**src/rtl/tick_skip_pkg.sv**
```systemverilog
package tick_skip_pkg;

    localparam int REG_AW = 12;

    // Byte offset of the counter owned by CPU idx: two pairs in separate blocks
    function automatic logic [REG_AW-1:0] cpu_offset(input int idx);
        if (idx < 2)
            return REG_AW'(12'h380 + idx * 64);
        else
            return REG_AW'(12'h700 + (idx - 2) * 64);
    endfunction

endpackage

```
**src/rtl/tick_edge_det.sv**
```systemverilog
module tick_edge_det (
    input  logic clk,
    input  logic rst_n,
    input  logic lvl_i,
    output logic tick_o
);

    typedef struct packed {
        logic prev;
    } edge_state_t;

    edge_state_t st_d, st_q;

    always_comb begin
        st_d      = st_q;
        st_d.prev = lvl_i;
        tick_o    = lvl_i & ~st_q.prev;
    end

    always_ff @(posedge clk) begin
        if (!rst_n) st_q <= '0;
        else        st_q <= st_d;
    end

    // Two rising edges cannot be back to back
    p_single_tick_r4: assert property (@(posedge clk) disable iff (!rst_n)
        tick_o |=> !tick_o);

endmodule

```
**src/rtl/tick_addr_dec.sv**
```systemverilog
module tick_addr_dec
    import tick_skip_pkg::*;
#(
    parameter int NUM_CPU = 4
) (
    input  logic [REG_AW-1:0]  addr_i,
    input  logic               wr_i,
    output logic [NUM_CPU-1:0] rd_sel_o,
    output logic [NUM_CPU-1:0] wr_sel_o,
    output logic               hit_o
);

    for (genvar g = 0; g < NUM_CPU; g++) begin : g_sel
        assign rd_sel_o[g] = (addr_i == cpu_offset(g));
        assign wr_sel_o[g] = rd_sel_o[g] & wr_i;
    end

    assign hit_o = |rd_sel_o;

endmodule

```
**src/rtl/skip_counter.sv**
```systemverilog
module skip_counter #(
    parameter int CNT_W = 24
) (
    input  logic             clk,
    input  logic             rst_n,
    input  logic             tick_i,
    input  logic             wr_i,
    input  logic [CNT_W-1:0] wdata_i,
    output logic [CNT_W:0]   val_o,
    output logic             pulse_o
);

    localparam int VAL_W = CNT_W + 1;

    typedef struct packed {
        logic [CNT_W:0] val;
        logic           pulse;
    } cnt_state_t;

    cnt_state_t     st_d, st_q;
    logic [CNT_W:0] dec;

    always_comb begin
        st_d       = st_q;
        st_d.pulse = 1'b0;
        dec        = st_q.val - VAL_W'(1);
        if (wr_i) begin
            st_d.val = {1'b0, wdata_i};
        end else if (tick_i) begin
            st_d.val   = dec | {st_q.val[CNT_W], {CNT_W{1'b0}}};
            st_d.pulse = st_d.val[CNT_W];
        end
    end

    always_ff @(posedge clk) begin
        if (!rst_n) st_q <= '0;
        else        st_q <= st_d;
    end

    assign val_o   = st_q.val;
    assign pulse_o = st_q.pulse;

    p_load_r2: assert property (@(posedge clk) disable iff (!rst_n)
        wr_i |=> (val_o == {1'b0, $past(wdata_i)}));

    p_decrement_r3: assert property (@(posedge clk) disable iff (!rst_n)
        (tick_i && !wr_i) |=> (val_o[CNT_W-1:0] == $past(val_o[CNT_W-1:0]) - CNT_W'(1)));

    p_hold_r4: assert property (@(posedge clk) disable iff (!rst_n)
        (!tick_i && !wr_i) |=> $stable(val_o));

    p_borrow_r5: assert property (@(posedge clk) disable iff (!rst_n)
        (tick_i && !wr_i && val_o == '0) |=> (val_o[CNT_W] && (&val_o[CNT_W-1:0])));

    p_sticky_r6: assert property (@(posedge clk) disable iff (!rst_n)
        (val_o[CNT_W] && !wr_i) |=> val_o[CNT_W]);

    p_pulse_ovf_r7: assert property (@(posedge clk) disable iff (!rst_n)
        pulse_o |-> val_o[CNT_W]);

    p_pulse_tick_r7: assert property (@(posedge clk) disable iff (!rst_n)
        !tick_i |=> !pulse_o);

    p_write_wins_r8: assert property (@(posedge clk) disable iff (!rst_n)
        (tick_i && wr_i) |=> !pulse_o);

endmodule

```
**src/rtl/tick_skip_ctrl.sv**
```systemverilog
module tick_skip_ctrl
    import tick_skip_pkg::*;
#(
    parameter int NUM_CPU = 4,
    parameter int CNT_W   = 24,
    parameter int DATA_W  = 32
) (
    input  logic               clk,
    input  logic               rst_n,
    input  logic               timer_lvl_i,
    input  logic               reg_wr_i,
    input  logic [11:0]        reg_addr_i,
    input  logic [31:0]        reg_wdata_i,
    output logic [31:0]        reg_rdata_o,
    output logic               reg_hit_o,
    output logic [NUM_CPU-1:0] tmr_set_o
);

    localparam int VAL_W = CNT_W + 1;

    logic               tick;
    logic [NUM_CPU-1:0] rd_sel;
    logic [NUM_CPU-1:0] wr_sel;
    logic [VAL_W-1:0]   cnt_val [NUM_CPU];
    logic [DATA_W-1:0]  rd_mux;
    logic               unused_wdata_hi;

    assign unused_wdata_hi = ^reg_wdata_i[DATA_W-1:CNT_W];

    tick_edge_det u_edge (
        .clk    (clk),
        .rst_n  (rst_n),
        .lvl_i  (timer_lvl_i),
        .tick_o (tick)
    );

    tick_addr_dec #(
        .NUM_CPU (NUM_CPU)
    ) u_dec (
        .addr_i   (reg_addr_i),
        .wr_i     (reg_wr_i),
        .rd_sel_o (rd_sel),
        .wr_sel_o (wr_sel),
        .hit_o    (reg_hit_o)
    );

    for (genvar g = 0; g < NUM_CPU; g++) begin : g_cpu
        skip_counter #(
            .CNT_W (CNT_W)
        ) u_cnt (
            .clk     (clk),
            .rst_n   (rst_n),
            .tick_i  (tick),
            .wr_i    (wr_sel[g]),
            .wdata_i (reg_wdata_i[CNT_W-1:0]),
            .val_o   (cnt_val[g]),
            .pulse_o (tmr_set_o[g])
        );
    end

    always_comb begin
        rd_mux = '0;
        for (int i = 0; i < NUM_CPU; i++) begin
            if (rd_sel[i]) rd_mux = rd_mux | DATA_W'(cnt_val[i]);
        end
    end

    assign reg_rdata_o = rd_mux;

    // At most one counter is addressed
    p_one_target_r9: assert property (@(posedge clk) disable iff (!rst_n)
        $onehot0(wr_sel));

    p_miss_reads_zero_r9: assert property (@(posedge clk) disable iff (!rst_n)
        !reg_hit_o |-> (reg_rdata_o == '0));

endmodule

```
**config.mk**
```make
export PLATFORM = sky130hd
export DESIGN_NAME = tick_skip_ctrl
export DESIGN_NICKNAME = d
export VERILOG_FILES = /design/src/rtl/tick_skip_pkg.sv /design/src/rtl/tick_edge_det.sv /design/src/rtl/tick_addr_dec.sv /design/src/rtl/skip_counter.sv /design/src/rtl/tick_skip_ctrl.sv
export SDC_FILE = /design/constraint.sdc
export NUM_CORES = 1
export LEC_CHECK = 0
export BUFFER_PORTS_ARGS = -buffer_cell sky130_fd_sc_hd__buf_2
export CORE_MARGIN = 5
export CORE_UTILIZATION = 50
export DETAILED_ROUTE_END_ITERATION = 10
export PLACE_DENSITY = 0.79
export SLEW_MARGIN = 10
export SYNTH_ARGS = -nofsm -noshare
export SYNTH_HDL_FRONTEND = slang
export SYNTH_SLANG_ARGS = --single-unit
```
**constraint.sdc**
```tcl
create_clock -name clk -period 2.6 [get_ports clk]
set_input_delay 0.52 -clock clk [delete_from_list [all_inputs] [get_ports clk]]
set_output_delay 0.52 -clock clk [all_outputs]
set_load 0.005 [all_outputs]
```
Word level (Yosys, flattened, before mapping)
Index checks and enable logic that the tools add are counted.
Widths: inputs -> output; s select.
{"block": "word_totals", "out_inout_bits": 37, "reg_bits": 105, "word_cells": 61}
{"block": "classes", "n_reduce_logical": 13, "muxes": 12, "n_bitwise": 15, "n_addsub": 4, "eq_ne": 4}
{"op": "$mux 25", "count": 6}
{"op": "$or 25x25->25", "count": 6}
{"op": "$sub 25x1->25 const B", "count": 4}
{"op": "$mux 24", "count": 4}
{"op": "$mux 32", "count": 2}
{"op": "$or 32x25->32", "count": 1}
{"op": "$eq 12x10->1 const B", "count": 2}
{"op": "$eq 12x11->1 const B", "count": 2}
{"op": "$reduce_or 3->1", "count": 4}
{"op": "$reduce_bool 2->1", "count": 4}
{"op": "$reduce_or 2->1", "count": 4}
{"op": "$and 1x1->1", "count": 5}
{"op": "$reduce_or 4->1", "count": 1}
{"op": "$not 1->1", "count": 3}

Longest topological paths before layout
{"block": "depth", "word_depth": 8, "ltp_mapped": 7}

Hierarchy
A second synthesis with hierarchy kept.
{"block": "hier_totals", "cells_unflattened": 754, "area_unflattened_um2": 6658.9}
{"module": "skip_counter", "seq_area_each_um2": 520.5, "cells_per_inst": 160, "area_per_inst_um2": 1430.1, "instances": 4}
{"module": "tick_skip_ctrl", "seq_area_each_um2": 0.0, "cells_per_inst": 95, "area_per_inst_um2": 788.3, "instances": 1}
{"module": "tick_addr_dec", "seq_area_each_um2": 0.0, "cells_per_inst": 16, "area_per_inst_um2": 110.1, "instances": 1}
{"module": "tick_edge_det", "seq_area_each_um2": 20.0, "cells_per_inst": 3, "area_per_inst_um2": 40.0, "instances": 1}

Least setup slack after synthesis
No wires, ideal clock.
{"block": "synth_path", "path_kind": "in2out", "start": "in reg_addr_i[1]", "end": "out reg_rdata_o[8]", "arrival_time_ns": 1.979, "setup_slack_ns": 0.101, "n_path_buf": 2, "path_stages": 7, "path_cell_list": "nor4_1 -> nor4b_2 -> and3_1 -> buf_2 -> buf_2 -> a22oi_1 -> o21ai_0"}
{"block": "synth_via", "elab_chain_cells": 8}
{"element": "start: declaration", "line_no": "tick_skip_ctrl.sv:12", "text": "input logic [11:0] reg_addr_i,"}
{"element": "$eq 12x10->1", "line_no": "tick_addr_dec.sv:14", "text": "assign rd_sel_o[g] = (addr_i == cpu_offset(g));"}
{"element": "$mux 25", "line_no": "tick_skip_ctrl.sv:64", "text": "if (rd_sel[i]) rd_mux = rd_mux | DATA_W'(cnt_val[i]);"}
{"element": "$or 25x25->25", "line_no": "tick_skip_ctrl.sv:64"}
{"element": "$mux 25", "line_no": "tick_skip_ctrl.sv:64"}
{"element": "$or 25x25->25", "line_no": "tick_skip_ctrl.sv:64"}
{"element": "$mux 32", "line_no": "tick_skip_ctrl.sv:64"}
{"element": "$or 32x25->32", "line_no": "tick_skip_ctrl.sv:64"}
{"element": "$mux 32 (*)", "line_no": "tick_skip_ctrl.sv:64"}
{"element": "end: declaration", "line_no": "tick_skip_ctrl.sv:14", "text": "output logic [31:0] reg_rdata_o,"}
Mark *: on every way between the ends. The rest lies on a longest branch, timed or not.

Final worst setup path
{"block": "layout_path", "start": "in reg_addr_i[11]", "end": "out reg_rdata_o[23]"}
The elaborated chain is that of the path after synthesis.

==> flow_summary.json <==
{
  "io_buffers": 69,
  "finalNonFillerCells": 971,
  "cp_top_family": "simple AND/OR/NAND/NOR gates",
  "synth_top_cell_by_area": "dfxtp_1",
  "worstHoldPathCells": 3,
  "htreeDepth": 3,
  "reg2regPathDepth": 7,
  "cts-root-buf": "clkbuf_16",
  "grt-ovfl-total": 0,
  "setup_viol": 1,
  "wl_per_cell_um": 19.2,
  "fin_crit_sh_pct": 100,
  "p_total_mw": 5.53,
  "fin_skew_ps": 10.1,
  "dp_hpwl_um": 13100,
  "clkLatencyLatePin_ps": 360,
  "start_util_pct": 50.9,
  "avgSynthCellArea_um2": 8.11,
  "max_cap_violations": 0,
  "place_congestion": 0.961,
  "worstPathCellList": "buf_2 > nand3b_1 > nor4b_4 > buf_4 > and3_4 > buf_12 > buf_6 > a221o_1 > buf_2",
  "syn_area_um2": 6120,
  "grtUsageTotal_pct": 24.6,
  "grt_pass1_vias": 5514,
  "r2r_end": "g_cpu[1].u_cnt.val_o[20]",
  "ir_worst_vdd_v": 0.000376,
  "holdBufCountCts": 0,
  "coreArea_um2": 12000,
  "tightest_slew_ps": 631,
  "synth_edf_count": 0,
  "die_w_um": 121,
  "startpoint_type": "input port",
  "violations": "setup timing",
  "dp_cells": 951,
  "min-delay-start": "reg_wdata_i[1]",
  "yosys.area.top_type_share_pct": 34.3,
  "firstDrtPassIters": 5,
  "drv_slew": 0,
  "fin_nets": 871,
  "routed_wl_um": 18600,
  "crit_fanout": 7,
  "outcome": "complete, but fails checks",
  "cp.arrival_ps": 2090,
  "clock_sink_count": 105,
  "grt_max_degree": 35,
  "grt_pass1_wl_um": 28700,
  "cts_tree": "yes",
  "async_flop_share_pct": 0,
  "die_y_um": 121,
  "syn_inst": 755,
  "power_density_nw_per_um2": 771,
  "synth-seq-cells": 105,
  "worstPathRequired_ps": 2080,
  "rows": 40,
  "critPathCaptureType": "output port",
  "ys_seq_area_share_pct": 34.3,
  "clock.fmax_mhz": 384,
  "crit_top_cell": "buf_2",
  "syn_to_final_growth_pct": 17.1,
  "ys_types": 49,
  "p_leak_nw": 2.70,
  "r2r-start": "g_cpu[1].u_cnt.val_o[0]",
  "critPathBufInv": 5,
  "synth_area_leaders": "dfxtp_1 34%, xnor2_1 9.7%, o21ai_0 8.0%",
  "die_area_um2": 14600,
  "numCtsBuffers": 9,
  "insertedDiodeCount": 0,
  "vias_per_cell": 6.18,
  "hold_viol": 0,
  "drc": 0,
  "crit_type": "input port to output port",
  "cp_slowest_stage_delay_ps": 280,
  "io_pins": 85,
  "hold_path_end": "g_cpu[3].u_cnt.val_o[1]",
  "clkTransAtPathRegs_ps": 70,
  "worst_slack_ps": -5.30,
  "worst_path_max_delay_cell": "nor4b_4",
  "worstHoldPathType": "input port to flip-flop",
  "ys_top_cells_by_count": "105 x dfxtp_1, 98 x o21ai_0, 73 x a21oi_1",
  "antenna_found_initial": 0,
  "synth_ff_type": "dfxtp_1",
  "drive_gt1_share_pct": 18.2,
  "max_slew_margin_pct": 57.9,
  "drt_iter0_drc": 635,
  "vias": 6001,
  "r2r_setup_slack_ps": 360,
  "drtAntennaViolNets": 0,
  "synth.most_common_cell": "dfxtp_1",
  "yosysWarnings": 0,
  "grt_setup_unrepaired": "true",
  "cts_buffer_depth": 2,
  "layout_min_cycle_time_ps": 2610
}
-- stage by stage --
stage / cell area [µm²] / util [%] / setup TNS, ps / hold WS (ps) / worst slack, ps
after floorplan: 6140 / - / 0 / 473 / 101
after global placement: 6700 / 55.7 / -682 / 488 / -82.5
after detailed placement: 6700 / 55.7 / -696 / 504 / -76.1
after CTS: 7000 / 58.3 / 0 / 481 / 9.23
after global routing: 7170 / 59.7 / -1130 / 501 / -86.9
final: 7170 / 59.7 / -5.30 / 478 / -5.30
-- how the worst max path moves through the flow --
stage                   startpoint               to  slack (ps)  depth (start not counted)
detailed placement   reg_addr_i[1]   reg_rdata_o[9]         -80                          9
floorplan            reg_addr_i[1]   reg_rdata_o[8]         100                          7
global route         reg_addr_i[4]  reg_rdata_o[23]         -90                          9
finish              reg_addr_i[11]  reg_rdata_o[23]          -5                          9
CTS                  reg_addr_i[1]  reg_rdata_o[23]           9                          9
global placement     reg_addr_i[1]  reg_rdata_o[12]         -80                          9
-- where the power goes --
part	internal, mW	total [mW]	switching, mW
registers	1.90	2.28	0.387
logic	0.845	1.85	1.01
clock network	0.747	1.39	0.640
-- logic make-up after synthesis --
| family | synth area share [%] |
|---|---|
| compound gates | 20.5 |
| xor+xnor | 12.6 |
| fa+ha+maj | 0.818 |
| buf+inv | 5.05 |
| flops | 34.3 |
| mux | 4.91 |
| other cells | 0.0613 |
| simple gates | 21.8 |
-- registers in the layout (all words and copies together) (netlist names) --
signal,cells
g_cpu.u_cnt.pulse_o,4
u_edge.st_q,1
g_cpu.u_cnt.val_o,100
-- cell type report --
cell class / instances / area (µm²)
Inverter: 12 / 45.0
Multi-Input combinational cell: 588 / 3830
Tap cell: 147 / 184
Timing Repair Buffer: 103 / 718
Clock buffer: 11 / 233
Sequential cell: 105 / 2100
Fill cell: 1045 / 4840
Clock inverter: 5 / 56.3
-- routing by layer --
metal	vias up	wire, µm	global-route usage, %
met5	-	0	0
met1	2805	7570	34.0
met4	0	499	8.14
met2	307	8890	39.5
met3	40	1630	3.55
li1	2849	-	-
-- worst reg2reg max path: cells and delay by family (launching register included) --
family                     cells  cell delay [ps]
adders and majority gates      1              170
and+or+nand+nor                3             1280
DFF                            1              370
buffers and inverters          1               80
xor gates and xnor gates       1              160
AOI/OAI and AO/OA              1               80
-- timing repair --
| item | 4_1_cts | 5_1_grt |
|---|---|---|
| gates cloned | 0 | 3 |
| endpoints found under the setup margin | 18 | 25 |
| pin swaps | 0 | 4 |
| buffers inserted | 0 | 1 |
| gates resized for setup | 9 | 38 |
-- placed cells by master (no fill, tap or decap), drive strengths merged, types with 20 or more instances in the layout --
cell type / synthesis / layout
dfxtp: 105 / 105
a22oi: 24 / 24
mux2i: 30 / 30
nand2: 31 / 31
a21oi: 73 / 73
nor2: 62 / 62
nor3: 35 / 35
xor2: 20 / 20
nor4: 27 / 27
buf: 21 / 101
xnor2: 68 / 68
o21ai: 98 / 98
Power figures use the tool's default switching activity.
